$ cat config.mk
export PLATFORM = sky130hd
export DESIGN_NAME = fp_addsub
export DESIGN_NICKNAME = d
export VERILOG_FILES = /design/src/rtl/fpas_pkg.sv /design/src/rtl/fpas_unpack.sv /design/src/rtl/fpas_align.sv /design/src/rtl/fpas_norm.sv /design/src/rtl/fp_addsub.sv
export SDC_FILE = /design/constraint.sdc
export NUM_CORES = 1
export LEC_CHECK = 0
export CAP_MARGIN = 10
export CELL_PAD_IN_SITES_DETAIL_PLACEMENT = 2
export CELL_PAD_IN_SITES_GLOBAL_PLACEMENT = 2
export CORE_MARGIN = 2
export CORE_UTILIZATION = 38
export CTS_CLUSTER_SIZE = 16
export DETAILED_ROUTE_END_ITERATION = 10
export GPL_TIMING_DRIVEN = 0
export PLACE_DENSITY_LB_ADDON = 0.1
export SLEW_MARGIN = 20
export SYNTH_ARGS = -nofsm -noshare
export SYNTH_HDL_FRONTEND = slang
export SYNTH_SLANG_ARGS = --single-unit
$ cat constraint.sdc
create_clock -name clk -period 7.8 [get_ports clk]
set_input_delay 1.56 -clock clk [delete_from_list [all_inputs] [get_ports clk]]
set_output_delay 1.56 -clock clk [all_outputs]
set_load 0.03 [all_outputs]
$ cat src/rtl/fpas_pkg.sv
`timescale 1ns/1ps
// Package fpas_pkg
// Shared types for the floating-point add/subtract pipeline.
// Assumes nothing beyond IEEE-754 binary formats with a parameterised width.
package fpas_pkg;

    // Special-value class that travels down the pipeline beside the datapath
    typedef enum logic [1:0] {
        SPC_NONE = 2'd0,
        SPC_INF  = 2'd1,
        SPC_NAN  = 2'd2
    } spc_e;

endpackage

$ cat src/rtl/fpas_unpack.sv
`timescale 1ns/1ps
// Module fpas_unpack (pipeline stage 1)
// Splits both operands into fields, applies the subtract sign flip to B,
// restores the hidden bit (zero for subnormals, whose exponent counts as 1),
// orders the operands by magnitude and registers the exponent difference.
// Assumes: operand magnitudes compare correctly as unsigned integers of the
// exponent and fraction bits, as IEEE-754 encodings guarantee.
module fpas_unpack #(
    parameter int EXP_W = 8,
    parameter int MAN_W = 23
) (
    input  logic                   clk,
    input  logic                   rst_n,
    input  logic                   start_i,
    input  logic                   sub_i,
    input  logic [EXP_W+MAN_W:0]   a_i,
    input  logic [EXP_W+MAN_W:0]   b_i,
    output logic                   v_o,
    output logic [EXP_W-1:0]       big_exp_o,
    output logic [MAN_W:0]         big_sig_o,
    output logic [MAN_W:0]         sml_sig_o,
    output logic [EXP_W-1:0]       diff_o,
    output logic                   eff_sub_o,
    output logic                   sign_o,
    output fpas_pkg::spc_e         spc_o,
    output logic                   spc_sign_o
);
    import fpas_pkg::*;

    localparam int W     = EXP_W + MAN_W + 1;
    localparam int SIG_W = MAN_W + 1;

    logic               sgn_a, sgn_b;
    logic [EXP_W-1:0]   exp_a, exp_b, eeff_a, eeff_b;
    logic [MAN_W-1:0]   man_a, man_b;
    logic [SIG_W-1:0]   sig_a, sig_b;
    logic               nan_a, nan_b, inf_a, inf_b, a_ge;
    spc_e               spc_n;
    logic               spc_sign_n;

    // Field split, sign flip for subtraction and hidden-bit restore
    always_comb begin
        sgn_a  = a_i[W-1];
        sgn_b  = b_i[W-1] ^ sub_i;
        exp_a  = a_i[W-2 -: EXP_W];
        exp_b  = b_i[W-2 -: EXP_W];
        man_a  = a_i[MAN_W-1:0];
        man_b  = b_i[MAN_W-1:0];
        eeff_a = (exp_a == '0) ? EXP_W'(1) : exp_a;
        eeff_b = (exp_b == '0) ? EXP_W'(1) : exp_b;
        sig_a  = {(exp_a != '0), man_a};
        sig_b  = {(exp_b != '0), man_b};
        a_ge   = (a_i[W-2:0] >= b_i[W-2:0]);
    end

    // Classify NaN and infinity inputs and the sign an infinite result takes
    always_comb begin
        nan_a = (&exp_a) & (|man_a);
        nan_b = (&exp_b) & (|man_b);
        inf_a = (&exp_a) & ~(|man_a);
        inf_b = (&exp_b) & ~(|man_b);
        if (nan_a || nan_b || (inf_a && inf_b && (sgn_a != sgn_b)))
            spc_n = SPC_NAN;
        else if (inf_a || inf_b)
            spc_n = SPC_INF;
        else
            spc_n = SPC_NONE;
        spc_sign_n = inf_a ? sgn_a : sgn_b;
    end

    // Stage-1 register: larger operand first, 8-bit style exponent difference
    always_ff @(posedge clk) begin
        if (!rst_n) begin
            v_o        <= 1'b0;
            big_exp_o  <= '0;
            big_sig_o  <= '0;
            sml_sig_o  <= '0;
            diff_o     <= '0;
            eff_sub_o  <= 1'b0;
            sign_o     <= 1'b0;
            spc_o      <= SPC_NONE;
            spc_sign_o <= 1'b0;
        end else begin
            v_o        <= start_i;
            big_exp_o  <= a_ge ? eeff_a : eeff_b;
            big_sig_o  <= a_ge ? sig_a  : sig_b;
            sml_sig_o  <= a_ge ? sig_b  : sig_a;
            diff_o     <= a_ge ? (eeff_a - eeff_b) : (eeff_b - eeff_a);
            eff_sub_o  <= sgn_a ^ sgn_b;
            sign_o     <= a_ge ? sgn_a : sgn_b;
            spc_o      <= spc_n;
            spc_sign_o <= spc_sign_n;
        end
    end

endmodule

$ cat src/rtl/fpas_align.sv
`timescale 1ns/1ps
// Module fpas_align (pipeline stage 2)
// Right-shifts the smaller significand by the exponent difference, keeping
// guard, round and sticky positions, then adds or subtracts it from the
// larger significand. The top sum bit is the carry flag.
// Assumes: the larger operand arrives first, so a subtraction never
// goes negative.
module fpas_align #(
    parameter int EXP_W = 8,
    parameter int MAN_W = 23
) (
    input  logic                 clk,
    input  logic                 rst_n,
    input  logic                 v_i,
    input  logic [EXP_W-1:0]     big_exp_i,
    input  logic [MAN_W:0]       big_sig_i,
    input  logic [MAN_W:0]       sml_sig_i,
    input  logic [EXP_W-1:0]     diff_i,
    input  logic                 eff_sub_i,
    input  logic                 sign_i,
    input  fpas_pkg::spc_e       spc_i,
    input  logic                 spc_sign_i,
    output logic                 v_o,
    output logic [MAN_W+4:0]     sum_o,
    output logic [EXP_W-1:0]     big_exp_o,
    output logic                 sign_o,
    output fpas_pkg::spc_e       spc_o,
    output logic                 spc_sign_o
);
    import fpas_pkg::*;

    localparam int SIG_W = MAN_W + 1;
    localparam int EXT_W = SIG_W + 3;
    localparam int SUM_W = EXT_W + 1;

    logic [EXT_W-1:0] big_ext, sml_ext, shifted, lost_mask, algn;
    logic             far, sticky;
    logic [SUM_W-1:0] sum_n;

    // Alignment: shift the small significand, fold the dropped bits into sticky
    always_comb begin
        big_ext   = {big_sig_i, 3'b000};
        sml_ext   = {sml_sig_i, 3'b000};
        far       = (diff_i >= EXP_W'(EXT_W));
        shifted   = sml_ext >> diff_i;
        lost_mask = ~({EXT_W{1'b1}} << diff_i);
        sticky    = far ? (|sml_sig_i) : (|(sml_ext & lost_mask));
        algn      = far ? {{(EXT_W-1){1'b0}}, sticky}
                        : {shifted[EXT_W-1:1], shifted[0] | sticky};
    end

    // Significand add or subtract selected by the effective signs
    always_comb begin
        if (eff_sub_i)
            sum_n = {1'b0, big_ext} - {1'b0, algn};
        else
            sum_n = {1'b0, big_ext} + {1'b0, algn};
    end

    // Stage-2 register
    always_ff @(posedge clk) begin
        if (!rst_n) begin
            v_o        <= 1'b0;
            sum_o      <= '0;
            big_exp_o  <= '0;
            sign_o     <= 1'b0;
            spc_o      <= SPC_NONE;
            spc_sign_o <= 1'b0;
        end else begin
            v_o        <= v_i;
            sum_o      <= sum_n;
            big_exp_o  <= big_exp_i;
            sign_o     <= sign_i;
            spc_o      <= spc_i;
            spc_sign_o <= spc_sign_i;
        end
    end

    // the operand ordered as larger really is at least the aligned smaller one
    mag_order_chk: assert property (@(posedge clk) disable iff (!rst_n)
        (v_i && eff_sub_i && (spc_i == SPC_NONE)) |-> (big_ext >= algn));

endmodule

$ cat src/rtl/fpas_norm.sv
`timescale 1ns/1ps
// Module fpas_norm (pipeline stage 3)
// Renormalises the raw sum: one place right on carry, or left by the
// leading-zero count after cancellation. Truncates toward zero, saturates
// on overflow, flushes results below the normal range to +0, and lets NaN
// and infinity classes override the datapath value.
// Assumes: the sum carries guard, round and sticky bits below the fraction.
module fpas_norm #(
    parameter int EXP_W = 8,
    parameter int MAN_W = 23
) (
    input  logic                   clk,
    input  logic                   rst_n,
    input  logic                   v_i,
    input  logic [MAN_W+4:0]       sum_i,
    input  logic [EXP_W-1:0]       big_exp_i,
    input  logic                   sign_i,
    input  fpas_pkg::spc_e         spc_i,
    input  logic                   spc_sign_i,
    output logic [EXP_W+MAN_W:0]   res_o,
    output logic                   done_o
);
    import fpas_pkg::*;

    localparam int W     = EXP_W + MAN_W + 1;
    localparam int SIG_W = MAN_W + 1;
    localparam int EXT_W = SIG_W + 3;
    localparam int LZ_W  = $clog2(EXT_W + 1);
    localparam logic [W-1:0] CANON_NAN =
        {1'b0, {EXP_W{1'b1}}, 1'b1, {(MAN_W-1){1'b0}}};

    logic [LZ_W-1:0]  lz;
    logic [EXP_W:0]   lz_x, exp_dn_x;
    logic [EXP_W-1:0] exp_up;
    logic [MAN_W-1:0] mant_c, mant_l;
    logic             carry, zero, flush;
    logic [W-1:0]     res_n;

    // Leading-zero count below the carry bit; the highest set bit wins
    always_comb begin
        lz = LZ_W'(EXT_W);
        for (int i = 0; i < EXT_W; i++) begin
            if (sum_i[i]) lz = LZ_W'(EXT_W - 1 - i);
        end
    end

    // Both renormalisation directions and their exponents
    always_comb begin
        carry    = sum_i[EXT_W];
        zero     = ~(|sum_i);
        exp_up   = big_exp_i + EXP_W'(1);
        mant_c   = sum_i[EXT_W-1 -: MAN_W];
        lz_x     = (EXP_W+1)'(lz);
        exp_dn_x = {1'b0, big_exp_i} - lz_x;
        flush    = exp_dn_x[EXP_W] | (exp_dn_x == '0);
        mant_l   = MAN_W'((sum_i[EXT_W-1:0] << lz) >> 3);
    end

    // Final selection: specials, zero, overflow, flush, then the normal cases
    always_comb begin
        if (spc_i == SPC_NAN)
            res_n = CANON_NAN;
        else if (spc_i == SPC_INF)
            res_n = {spc_sign_i, {EXP_W{1'b1}}, {MAN_W{1'b0}}};
        else if (zero)
            res_n = '0;
        else if (carry && (&exp_up))
            res_n = {sign_i, {(EXP_W-1){1'b1}}, 1'b0, {MAN_W{1'b1}}};
        else if (carry)
            res_n = {sign_i, exp_up, mant_c};
        else if (flush)
            res_n = '0;
        else
            res_n = {sign_i, exp_dn_x[EXP_W-1:0], mant_l};
    end

    // Output register and done pulse
    always_ff @(posedge clk) begin
        if (!rst_n) begin
            res_o  <= '0;
            done_o <= 1'b0;
        end else begin
            done_o <= v_i;
            if (v_i) res_o <= res_n;
        end
    end


    nan_canon_chk: assert property (@(posedge clk) disable iff (!rst_n)
        (v_i && (spc_i == SPC_NAN)) |=> (res_o == CANON_NAN));


    no_overflow_chk: assert property (@(posedge clk) disable iff (!rst_n)
        (v_i && (spc_i == SPC_NONE)) |=> (res_o[W-2 -: EXP_W] != {EXP_W{1'b1}}));


    zero_pos_chk: assert property (@(posedge clk) disable iff (!rst_n)
        (done_o && (res_o[W-2:0] == '0)) |-> !res_o[W-1]);

endmodule

$ cat src/rtl/fp_addsub.sv
`timescale 1ns/1ps
// Module fp_addsub (top)
// Three-stage floating-point add/subtract: unpack and order, align and
// add, normalise and pack. A new operation may start every cycle; done
// follows start by three cycles.
// Assumes: operands use IEEE-754 binary layout of the given widths.
module fp_addsub #(
    parameter int EXP_W = 8,
    parameter int MAN_W = 23
) (
    input  logic                 clk,
    input  logic                 rst_n,
    input  logic                 start,
    input  logic                 sub,
    input  logic [EXP_W+MAN_W:0] op_a,
    input  logic [EXP_W+MAN_W:0] op_b,
    output logic [EXP_W+MAN_W:0] result,
    output logic                 done
);
    import fpas_pkg::*;

    logic               s1_v, s1_eff_sub, s1_sign, s1_spc_sign;
    logic [EXP_W-1:0]   s1_big_exp, s1_diff;
    logic [MAN_W:0]     s1_big_sig, s1_sml_sig;
    spc_e               s1_spc;

    logic               s2_v, s2_sign, s2_spc_sign;
    logic [MAN_W+4:0]   s2_sum;
    logic [EXP_W-1:0]   s2_big_exp;
    spc_e               s2_spc;

    // Stage 1: field split, sign flip, magnitude order, exponent difference
    fpas_unpack #(.EXP_W(EXP_W), .MAN_W(MAN_W)) u_unpack (
        .clk(clk), .rst_n(rst_n), .start_i(start), .sub_i(sub),
        .a_i(op_a), .b_i(op_b),
        .v_o(s1_v), .big_exp_o(s1_big_exp), .big_sig_o(s1_big_sig),
        .sml_sig_o(s1_sml_sig), .diff_o(s1_diff), .eff_sub_o(s1_eff_sub),
        .sign_o(s1_sign), .spc_o(s1_spc), .spc_sign_o(s1_spc_sign)
    );

    // Stage 2: alignment shift and significand add/subtract
    fpas_align #(.EXP_W(EXP_W), .MAN_W(MAN_W)) u_align (
        .clk(clk), .rst_n(rst_n), .v_i(s1_v), .big_exp_i(s1_big_exp),
        .big_sig_i(s1_big_sig), .sml_sig_i(s1_sml_sig), .diff_i(s1_diff),
        .eff_sub_i(s1_eff_sub), .sign_i(s1_sign), .spc_i(s1_spc),
        .spc_sign_i(s1_spc_sign),
        .v_o(s2_v), .sum_o(s2_sum), .big_exp_o(s2_big_exp),
        .sign_o(s2_sign), .spc_o(s2_spc), .spc_sign_o(s2_spc_sign)
    );

    // Stage 3: renormalise, truncate, saturate or flush, pack
    fpas_norm #(.EXP_W(EXP_W), .MAN_W(MAN_W)) u_norm (
        .clk(clk), .rst_n(rst_n), .v_i(s2_v), .sum_i(s2_sum),
        .big_exp_i(s2_big_exp), .sign_i(s2_sign), .spc_i(s2_spc),
        .spc_sign_i(s2_spc_sign), .res_o(result), .done_o(done)
    );


    done_lat_chk: assert property (@(posedge clk) disable iff (!rst_n)
        done |-> $past(start, 3));

endmodule

[After elaboration in Yosys (flattened, before gate mapping)]
Index checks and enable logic that the tools add are counted.
Storage, ports and cells
  register bits: 144
  latch bits: 0
  RAM bits: 0
  ROM bits: 0
  bits of input ports: 68
  output and inout bits: 33
  logic and storage cells: 111
  memories kept: 0
Operators by class
  add/sub/neg operators: 6
  multiply operators: 0
  div/mod/pow operators: 0
  magnitude comparators: 2
  eq/ne operators: 3
  shifts and indexed selects: 3
  muxes and demuxes: 46
  bitwise logic cells: 13
  reduce and logical (&&, ||, !) cells: 20
Operators by type and width (number)
  2-to-1 mux 32 bit: 6
  2-to-1 mux 5 bit: 26
  2-to-1 mux 24 bit: 2
  OR reduction 23 bit: 2
  2-to-1 mux 8 bit: 4
  greater-or-equal comparator 31 bit: 1
  adder 27 x 27 -> 28 bit: 1
  2-to-1 mux 28 bit: 1
  OR reduction 28 bit: 1
  subtractor 27 x 27 -> 28 bit: 1
  bitwise AND 27 bit: 1
  2-to-1 mux 27 bit: 1
  NOT 27 bit: 1
  OR reduction 27 bit: 1
  << shifter 27 x 5 -> 26 bit: 1
  << shifter 27 x 8 -> 27 bit (first input constant): 1
  right shift 27 x 8 -> 27 bit: 1
  AND reduction 8 bit: 3
  OR reduction 24 bit: 1
  zero test 8 bit: 2
  nonzero test 8 bit: 2
  subtractor 8 bit: 2
  zero test 9 bit: 1
  subtractor 8 x 5 -> 9 bit: 1
  14 further kinds: 29

[Logic depth before layout (Yosys ltp)]
Gate-level depths: netlist (run 1).
  word-level depth: 36
  depth in mapped cells: 27
  mapped depth without buffers: 22

[Modules after synthesis]
From an unflattened synthesis (run 1), not the netlist that was laid out.
Unflattened totals
  cell total of the unflattened synthesis: 1765
  area total of the unflattened synthesis: 13515.5 um^2
By module, submodules not included
  fpas_align: times used 1, cells each 764, area an instance 5562.8 um^2
  fpas_unpack: times used 1, cells each 492, area an instance 4272.8 um^2
  fpas_norm: times used 1, cells each 509, area an instance 3679.8 um^2

[Worst setup path before layout (run 1)]
No wires, ideal clock.
  path kind: register to register
  start: register u_unpack.diff_o[0]
  end: register u_align.sum_o[27]
  data arrival time: 4638 ps
  data required time: 7714 ps
  path slack: 3076 ps
  cell stages (with the launch flop): 28
  path buffers: 5
  period minus slack after synthesis: 4724 ps
  cells stage by stage: dfxtp_1 -> buf_6 -> buf_6 -> buf_6 -> buf_2 -> clkbuf_1 -> mux2i_1 -> nand2_1 -> nand3_1 -> a211oi_1 -> a211oi_1 -> a21oi_1 -> nand2_1 -> inv_1 -> ha_1 -> inv_1 -> fa_1 -> o21ba_2 -> o2111ai_1 -> a31oi_1 -> or2_2 -> a31oi_1 -> a211oi_1 -> o31ai_1 -> a21oi_1 -> o21ai_0 -> nor4_1 -> a211oi_1
Between the ends
  longest elaborated chain between the ends: 9
  elaborated cells on any way between the ends: 12
  those cells by class: 2 x add/sub; 1 x order compare; 2 x shift; 3 x mux; 3 x bitwise; 1 x reduce/logical
Ends and longest elaborated chain
  start: declaration: RTL line fpas_unpack.sv:22  | output logic [EXP_W-1:0] diff_o,
  start signal: assignment: RTL line fpas_unpack.sv:88  | diff_o <= a_ge ? (eeff_a - eeff_b) : (eeff_b - eeff_a);
  << shifter 27 x 8 -> 27 bit: RTL line fpas_align.sv:46  | lost_mask = ~({EXT_W{1'b1}} << diff_i);
  NOT 27 bit: RTL line fpas_align.sv:46
  bitwise AND 27 bit: RTL line fpas_align.sv:47  | sticky = far ? (|sml_sig_i) : (|(sml_ext & lost_mask));
  OR reduction 27 bit: RTL line fpas_align.sv:47
  2-to-1 mux 1 bit: RTL line fpas_align.sv:47
  bitwise OR 1 bit: RTL line fpas_align.sv:49  | : {shifted[EXT_W-1:1], shifted[0] | sticky};
  2-to-1 mux 27 bit (*): RTL line fpas_align.sv:48  | algn = far ? {{(EXT_W-1){1'b0}}, sticky}
  adder 27 x 27 -> 28 bit or subtractor 27 x 27 -> 28 bit (tied branches): RTL line fpas_align.sv:57, fpas_align.sv:55
  2-to-1 mux 28 bit (*): RTL line fpas_align.sv:54  | if (eff_sub_i)
  end signal: assignment: RTL line fpas_align.sv:71  | sum_o <= sum_n;
  end: declaration: RTL line fpas_align.sv:24  | output logic [MAN_W+4:0] sum_o,
Every way passes the cells marked *; elsewhere a longest branch is shown, timed or not.
A chain may end at the register's enable or synchronous reset.

[Worst setup path after layout (run 1)]
  start: register u_unpack.diff_o[2]
  end: register u_align.sum_o[27]
Same word-level chain as after synthesis.

==> results.sh, run 1 <==
export IMPL_clock_tree_htree_level_count=4
export IMPL_cts_hold_fix_buffers=0
export IMPL_timing_hold_violations_final=0
export IMPL_fin_nets=2049
export IMPL_ys_seq_elements=144
export IMPL_drcViolationCount=0
export IMPL_globalRouteMet1Util_pct=43.6
export IMPL_clock_power_share_pct=21.9
export IMPL_dpl_hpwl_um=46900
export IMPL_syn_nets=1930
export IMPL_max_vdd_ir_drop_mv=0.197
export IMPL_fin_tns_setup_ps=0
export IMPL_worst_endpoint_required_ps=8160
export IMPL_holdCritStartpoint="u_unpack.spc_sign_o$_SDFF_PN0_"
export IMPL_critical_path_arrival_ps=6840
export IMPL_syn_mean_instance_area_sq_um=7.49
export IMPL_post_synth_most_frequent_cells="sky130_fd_sc_hd__nor2_1 (217), sky130_fd_sc_hd__a21oi_1 (158), sky130_fd_sc_hd__dfxtp_1 (144), sky130_fd_sc_hd__inv_1 (123), sky130_fd_sc_hd__mux2i_1 (119)"
export IMPL_initial_cell_density_of_the_core_pct=38.4
export IMPL_post_cts_setup_buffers=0
export IMPL_vias=14200
export IMPL_p_sw_share_pct=48.6
export IMPL_fmax_mhz=154
export IMPL_syn_inst=1756
export IMPL_cts_resized=0
export IMPL_vias_in_the_first_global_route=15000
export IMPL_core_region_area_sq_um=34300
export IMPL_post_synthesis_cell_area_sq_um=13200
export IMPL_worst_margin_slew_ps=1040
export IMPL_final_fill_count=3934
export IMPL_drt_first_pass_iters=5
export IMPL_post_synth_top_count_cell="sky130_fd_sc_hd__nor2_1"
export IMPL_ios=101
export IMPL_max_clock_path_buffers=2
export IMPL_routabilityCongestion=0.996
export IMPL_power_leakage_nw=6.59
export IMPL_cp_common_cell="sky130_fd_sc_hd__o21ai_0"
export IMPL_power_share_sequential_pct=23.9
export IMPL_cell_internal_pwr_w=0.00201
export IMPL_ant_diodes=0
export IMPL_cts_tree="done"
export IMPL_maxcap_viol_count=0
export IMPL_grt_busiest_layer="met2"
export IMPL_synth_yosys_seq_area_share_pct=21.9
export IMPL_yosysWarningCount=0
export IMPL_cp_slowest_cell="sky130_fd_sc_hd__o21ai_0"
export IMPL_min_delay_path_class="flip-flop to flip-flop"
export IMPL_path_clk_slew_ps=70
export IMPL_std_cell_rows=68
export IMPL_drive_above_1_share_pct=5.93
export IMPL_criticalPathCategory="flip-flop to flip-flop"
export IMPL_crit_buf_inv=4
export IMPL_synth_cell_types=86
export IMPL_p_per_area_nw_per_um2=255
export IMPL_min_path_cells=1
export IMPL_numCtsBuffers=17
export IMPL_post_drt_via_cell_ratio=6.07
export IMPL_grt_use_total_pct=32.6
export IMPL_report_final_slew_viol_count=0
export IMPL_wl_per_cell_um=25.1
export IMPL_maximum_number_of_pins_on_one_net_before_global_route_repair=19
export IMPL_synth_top_area_share_pct=21.9
export IMPL_postSynth_asyncResetShare_pct=0
export IMPL_cp_depth=23
export IMPL_cp_start_kind="flip-flop"
export IMPL_pwr_share_comb_pct=54.2
export IMPL_path_delay_family="compound AO/OA/AOI/OAI gates"
export IMPL_critical_path_startpoint="u_unpack.diff_o[2]$_SDFF_PN0_"
export IMPL_worst_path_largest_cell_delay_ps=510
export IMPL_grt_met2_usage_pct=53.1
export IMPL_dpl_instance_area_sq_um=14700
export IMPL_grt_ovfl_total=0
export IMPL_yosys_area_top_type="sky130_fd_sc_hd__dfxtp_1"
export IMPL_maxSlewHeadroom_pct=29.8
export IMPL_ant_nets=0
export IMPL_synth_edff_count=0
export IMPL_ff2ff_path_depth=23
export IMPL_clkLatencyLatePin_ps=460
export IMPL_io_buffers=100
export IMPL_finalClockSkew_ps=13.2
export IMPL_clock_tree_root_driver_cell="sky130_fd_sc_hd__clkbuf_16"
export IMPL_floorplan_die_area_sq_um=36100
export IMPL_grt_setup_unrepaired="no"
export IMPL_crit_path_cells="buf_2 > buf_2 > buf_2 > buf_1 > mux2i_1 > o21ai_0 > nand2_1 > o21ai_0 > a21oi_1 > nor2_1 > o21ai_0 > ha_1 > or2_2 > o2111ai_1 > a31oi_1 > or2_2 > a31oi_1 > a211oi_1 > o31ai_1 > a21oi_1 > o21ai_0 > nor4_1 > a211oi_1"
export IMPL_regToRegStartpoint="u_unpack.diff_o[2]$_SDFF_PN0_"
export IMPL_floorplan_die_height_um=190
export IMPL_worstSetupEndpointType="flip-flop"
export IMPL_number_of_antenna_violations_at_the_first_check_in_global_routing=2
export IMPL_cts_num_sinks=144
export IMPL_multiInputGateArea_sq_um=9300
export IMPL_finalWirelength_um=58700
export IMPL_sequential_cell_area_sq_um=2880
export IMPL_synth_main_ff_cell="sky130_fd_sc_hd__dfxtp_1"
export IMPL_final_min_period_over_clock_period_pct=83.1
export IMPL_status="complete, no violations"
export IMPL_final_setup_viol_count=0
export IMPL_grt_pass1_wl_um=90300
export IMPL_detail_route_iter0_violations=951
export IMPL_synth_top_cells_by_area="sky130_fd_sc_hd__dfxtp_1 (22%), sky130_fd_sc_hd__ha_1 (9.7%), sky130_fd_sc_hd__mux2i_1 (9.1%)"
export IMPL_net_switching_w=0.00190
export IMPL_met3_track_utilization_from_global_routing_pct=4.96
export IMPL_die_width_um=190
export IMPL_post_route_cell_area_sq_um=15300
export IMPL_crit_path_max_fanout=10
export IMPL_flow_area_growth_from_synthesis_pct=16.6
export IMPL_finalCriticalPeriod_ps=6480
==> cells by family (layout without fill, tap and decap cells) <==
group           after synthesis  after routing  share of synthesized area [%]
compound gates              480            480                           23.4
xor+xnor                     38             38                           2.53
fa+ha+maj                   106            106                           10.3
buf+inv                     243            375                           7.45
flops                       144            144                           21.9
mux                         146            146                           12.6
simple gates                599            599                           21.8
==> layer usage <==
metal	up-vias	share of wire (%)
li1	6517	-
met1	7175	46
met2	442	46
met3	97	5.2
met4	0	3.1
met5	-	0
==> path summary, 6_finish.rpt <==
check	endpoint	slack (ps)
setup / recovery	u_align.sum_o[27]$_SDFF_PN0_	1320
hold / removal	u_align.spc_sign_o$_SDFF_PN0_	440
setup reg to reg	u_align.sum_o[27]$_SDFF_PN0_	1320
hold reg to reg	u_align.spc_sign_o$_SDFF_PN0_	440
==> stage by stage <==
| step | power (W) | util, % | hold WS (ps) | setup slack (ps) | instances |
|---|---|---|---|---|---|
| 6_report | 0.00391 | 44.7 | 439 | 1320 | 2343 |
| 3_3_place_gp | 0.00294 | 43.0 | 416 | 1610 | 2311 |
| 4_1_cts | 0.00388 | 44.7 | 442 | 1460 | 2343 |
| 2_1_floorplan | 0.00230 | - | 412 | 3080 | 1756 |
| 3_5_place_dp | 0.00299 | 43.0 | 424 | 1500 | 2311 |
| 5_1_grt | 0.00413 | 44.7 | 454 | 955 | 2343 |
==> area by class of cell <==
class / count / share of cell area, %
Buffer: 115 / 3.25
Clock buffer: 17 / 2.77
Clock inverter: 15 / 1.21
Inverter: 128 / 3.14
Multi-Input combinational cell: 1369 / 60.6
Sequential cell: 144 / 18.8
Tap cell: 455 / 3.71
Timing Repair Buffer: 100 / 6.53
==> power groups by stage <==
stage	logic, W	clock network (W)	registers, W
6_report	0.00212	0.000856	0.000935
3_5_place_dp	0.00205	0	0.000949
4_1_cts	0.00208	0.000869	0.000932
3_3_place_gp	0.00199	0	0.000947
2_1_floorplan	0.00139	0	0.000910
5_1_grt	0.00228	0.000901	0.000944
==> cells in the final DEF, fill, tap and decap left out, drive strengths merged, types with 42 or more instances in the layout <==
cell type,instances
nor2,217
a21oi,159
dfxtp,144
inv,135
mux2i,119
nand2,118
ha,102
clkdlybuf4s50,100
o21ai,96
clkbuf,94
nand3,42
==> state kept, by name, summed over array words and instances, names as in the netlist, 2 cells and up <==
name and cells:
u_align.big_exp_o 8, u_align.spc_o 2, u_align.sum_o 28, u_norm.res_o 32, u_unpack.big_exp_o 8, u_unpack.big_sig_o 24
u_unpack.diff_o 8, u_unpack.sml_sig_o 24, u_unpack.spc_o 2
(Power assumes the default switching activity.)
==> run 2: changes to the inputs <==
--- a/config.mk
+++ b/config.mk
@@ -9,7 +9,7 @@
 export CELL_PAD_IN_SITES_DETAIL_PLACEMENT = 2
 export CELL_PAD_IN_SITES_GLOBAL_PLACEMENT = 2
 export CORE_MARGIN = 2
-export CORE_UTILIZATION = 38
+export CORE_UTILIZATION = 32
 export CTS_CLUSTER_SIZE = 16
 export DETAILED_ROUTE_END_ITERATION = 10
 export GPL_TIMING_DRIVEN = 0
==> constraint.sdc (replaced) <==
create_clock -name clk -period 5.37 [get_ports clk]
set_input_delay 1.074 -clock clk [delete_from_list [all_inputs] [get_ports clk]]
set_output_delay 1.074 -clock clk [all_outputs]
set_load 0.03 [all_outputs]
==> run 2 against run 1 <==
Compared with the run above: via count shrank 2.2%; global-route usage shrank 4.9 points; clock skew shrank 4.2 ps; clock power grew 46%; setup slack lost 1000 ps; worst hold slack gained 2.1 ps; cell area grew 1.7%; non-clock buffer count shrank 8; register-to-register slack lost 1000 ps; clock-buffer cell count is the same; first-iteration DRC count shrank 20%; largest cell class unchanged.
==> results.sh, run 2 (synthesis results as in run 1) <==
export IMPL_status="complete, no violations"
export IMPL_detail_route_iter0_violations=758
export IMPL_grt_pass1_wl_um=89500
export IMPL_drcViolationCount=0
export IMPL_fin_hold_ws_ps=442
export IMPL_post_drt_via_cell_ratio=5.77
export IMPL_crit_buf_inv=6
export IMPL_final_setup_viol_count=0
export IMPL_grt_setup_unrepaired="no"
export IMPL_p_per_area_nw_per_um2=367
export IMPL_final_common_cell="sky130_fd_sc_hd__nor2_1"
export IMPL_worst_margin_slew_ps=940
export IMPL_post_route_cell_area_sq_um=15600
export IMPL_ant_nets=0
export IMPL_pre_cts_slack_ps=-974
export IMPL_crit_path_max_fanout=10
export IMPL_setup_ws_ps=288
export IMPL_maxSlewHeadroom_pct=37.3
export IMPL_floorplan_die_height_um=207
export IMPL_clock_tree_htree_level_count=4
export IMPL_clkLatencyLatePin_ps=470
export IMPL_drt_first_pass_iters=5
export IMPL_max_flop_register="u_norm.res_o"
export IMPL_finalClockSkew_ps=8.97
export IMPL_fmax_mhz=197
export IMPL_max_vdd_ir_drop_mv=0.158
export IMPL_wl_per_cell_um=24.4
export IMPL_largest_regs="u_norm.res_o: 32 flops, u_align.sum_o: 28 flops"
export IMPL_routabilityCongestion=0.944
export IMPL_io_buffers=100
export IMPL_std_cell_rows=74
export IMPL_max_clock_path_buffers=2
export IMPL_min_delay_path_class="flip-flop to flip-flop"
export IMPL_worst_endpoint_required_ps=5770
export IMPL_report_final_slew_viol_count=0
export IMPL_vias=13900
export IMPL_maximum_number_of_pins_on_one_net_before_global_route_repair=20
export IMPL_drive_above_1_share_pct=7.87
export IMPL_grt_ovfl_total=0
export IMPL_worst_path_largest_cell_delay_ps=450
export IMPL_path_clk_slew_ps=80
export IMPL_numCtsBuffers=17
export IMPL_cp_slowest_cell="sky130_fd_sc_hd__fa_1"
export IMPL_clock_tree_root_driver_cell="sky130_fd_sc_hd__clkbuf_16"
export IMPL_flow_area_growth_from_synthesis_pct=18.6
export IMPL_maxcap_viol_count=0
export IMPL_fin_tns_setup_ps=0
export IMPL_finalCriticalPeriod_ps=5080
export IMPL_power_leakage_nw=6.64
export IMPL_most_common_layout_cells="sky130_fd_sc_hd__nor2_1 (215), sky130_fd_sc_hd__a21oi_1 (157), sky130_fd_sc_hd__dfxtp_1 (144)"
export IMPL_timing_hold_violations_final=0
export IMPL_final_min_period_over_clock_period_pct=94.6
export IMPL_ios=101
export IMPL_number_of_antenna_violations_at_the_first_check_in_global_routing=3
export IMPL_final_instance_count_excl_fill=2413
export IMPL_fin_nets=2041
export IMPL_initial_cell_density_of_the_core_pct=32.3
export IMPL_floorplan_die_area_sq_um=42800
export IMPL_criticalPathCategory="flip-flop to flip-flop"
export IMPL_place_detailed_instances=2388
export IMPL_dpl_hpwl_um=47900
export IMPL_cts_tree="done"
export IMPL_cp_start_kind="flip-flop"
export IMPL_grt_use_total_pct=27.7
export IMPL_largest_reg_flops=32
export IMPL_die_width_um=207
export IMPL_finalWirelength_um=59000
export IMPL_vias_in_the_first_global_route=14500
export IMPL_worstSetupEndpointType="flip-flop"
export IMPL_cts_num_sinks=144
export IMPL_core_region_area_sq_um=40700
export IMPL_path_delay_family="compound AO/OA/AOI/OAI gates"
export IMPL_dpl_instance_area_sq_um=14800
export IMPL_critical_path_arrival_ps=5480
==> run 2: cell count changes in the layout (fill, tap and decap cells not counted), sizes merged <==
cell | previous run | this run
clkbuf | 94 | 86
inv | 135 | 134
diode | 0 | 1
clkinv | 7 | 8
==> run 2: path summary, 6_finish.rpt <==
kind | startpoint | end | slack (ps) | depth (start not counted)
worst max-delay path | u_unpack.diff_o[7]$_SDFF_PN0_ | u_align.sum_o[25]$_SDFF_PN0_ | 290 | 25
worst min-delay path | u_unpack.spc_o[0]$_SDFF_PP0_ | u_align.spc_o[0]$_SDFF_PN0_ | 440 | 1
worst max register to register | u_unpack.diff_o[7]$_SDFF_PN0_ | u_align.sum_o[25]$_SDFF_PN0_ | 290 | 25
worst min register to register | u_unpack.spc_o[0]$_SDFF_PP0_ | u_align.spc_o[0]$_SDFF_PN0_ | 440 | 1
==> run 2: area by class of cell <==
type	count	area [sq um]
well taps	532	666
plain buffers	102	470
inverters	128	485
clock buffers	17	425
flip-flops and latches	144	2880
clock inverters	15	184
diodes	1	2.50
repair buffers	105	1040
fillers	4789	25100
multi-input cells	1369	9450
==> run 2: routing by layer <==
metal	GRT usage, %	up-vias	share of wire (%)
li1	-	6499	-
met1	38.2	7009	47
met2	44.3	319	46
met3	4.32	87	4.4
met4	8.64	4	2.5
met5	0	-	0.037
==> run 2: per-stage QoR <==
stage          power (W)  utilization, %
2_1_floorplan    0.00333               -
3_3_place_gp     0.00431            36.4
3_5_place_dp     0.00439            36.4
4_1_cts          0.00568            38.1
5_1_grt          0.00606            38.3
6_report         0.00572            38.3
==> run 2: timing repair <==
| item | in CTS | in global routing |
|---|---|---|
| setup endpoints to repair | 36 | 30 |
| hold endpoints to repair | 0 | 0 |
| hold buffers | 0 | 0 |
| pin swaps | 1 | 5 |
| setup buffers | 1 | 4 |
| gates resized for setup | 27 | 35 |
==> run 2: power by group <==
part,total (W),internal [W],switching (W),leakage (nW)
clock network,0.00125,0.000634,0.000616,0.298
logic,0.00309,0.00114,0.00195,5.15
registers,0.00138,0.00118,0.000202,1.19
total,0.00572,0.00295,0.00277,6.64
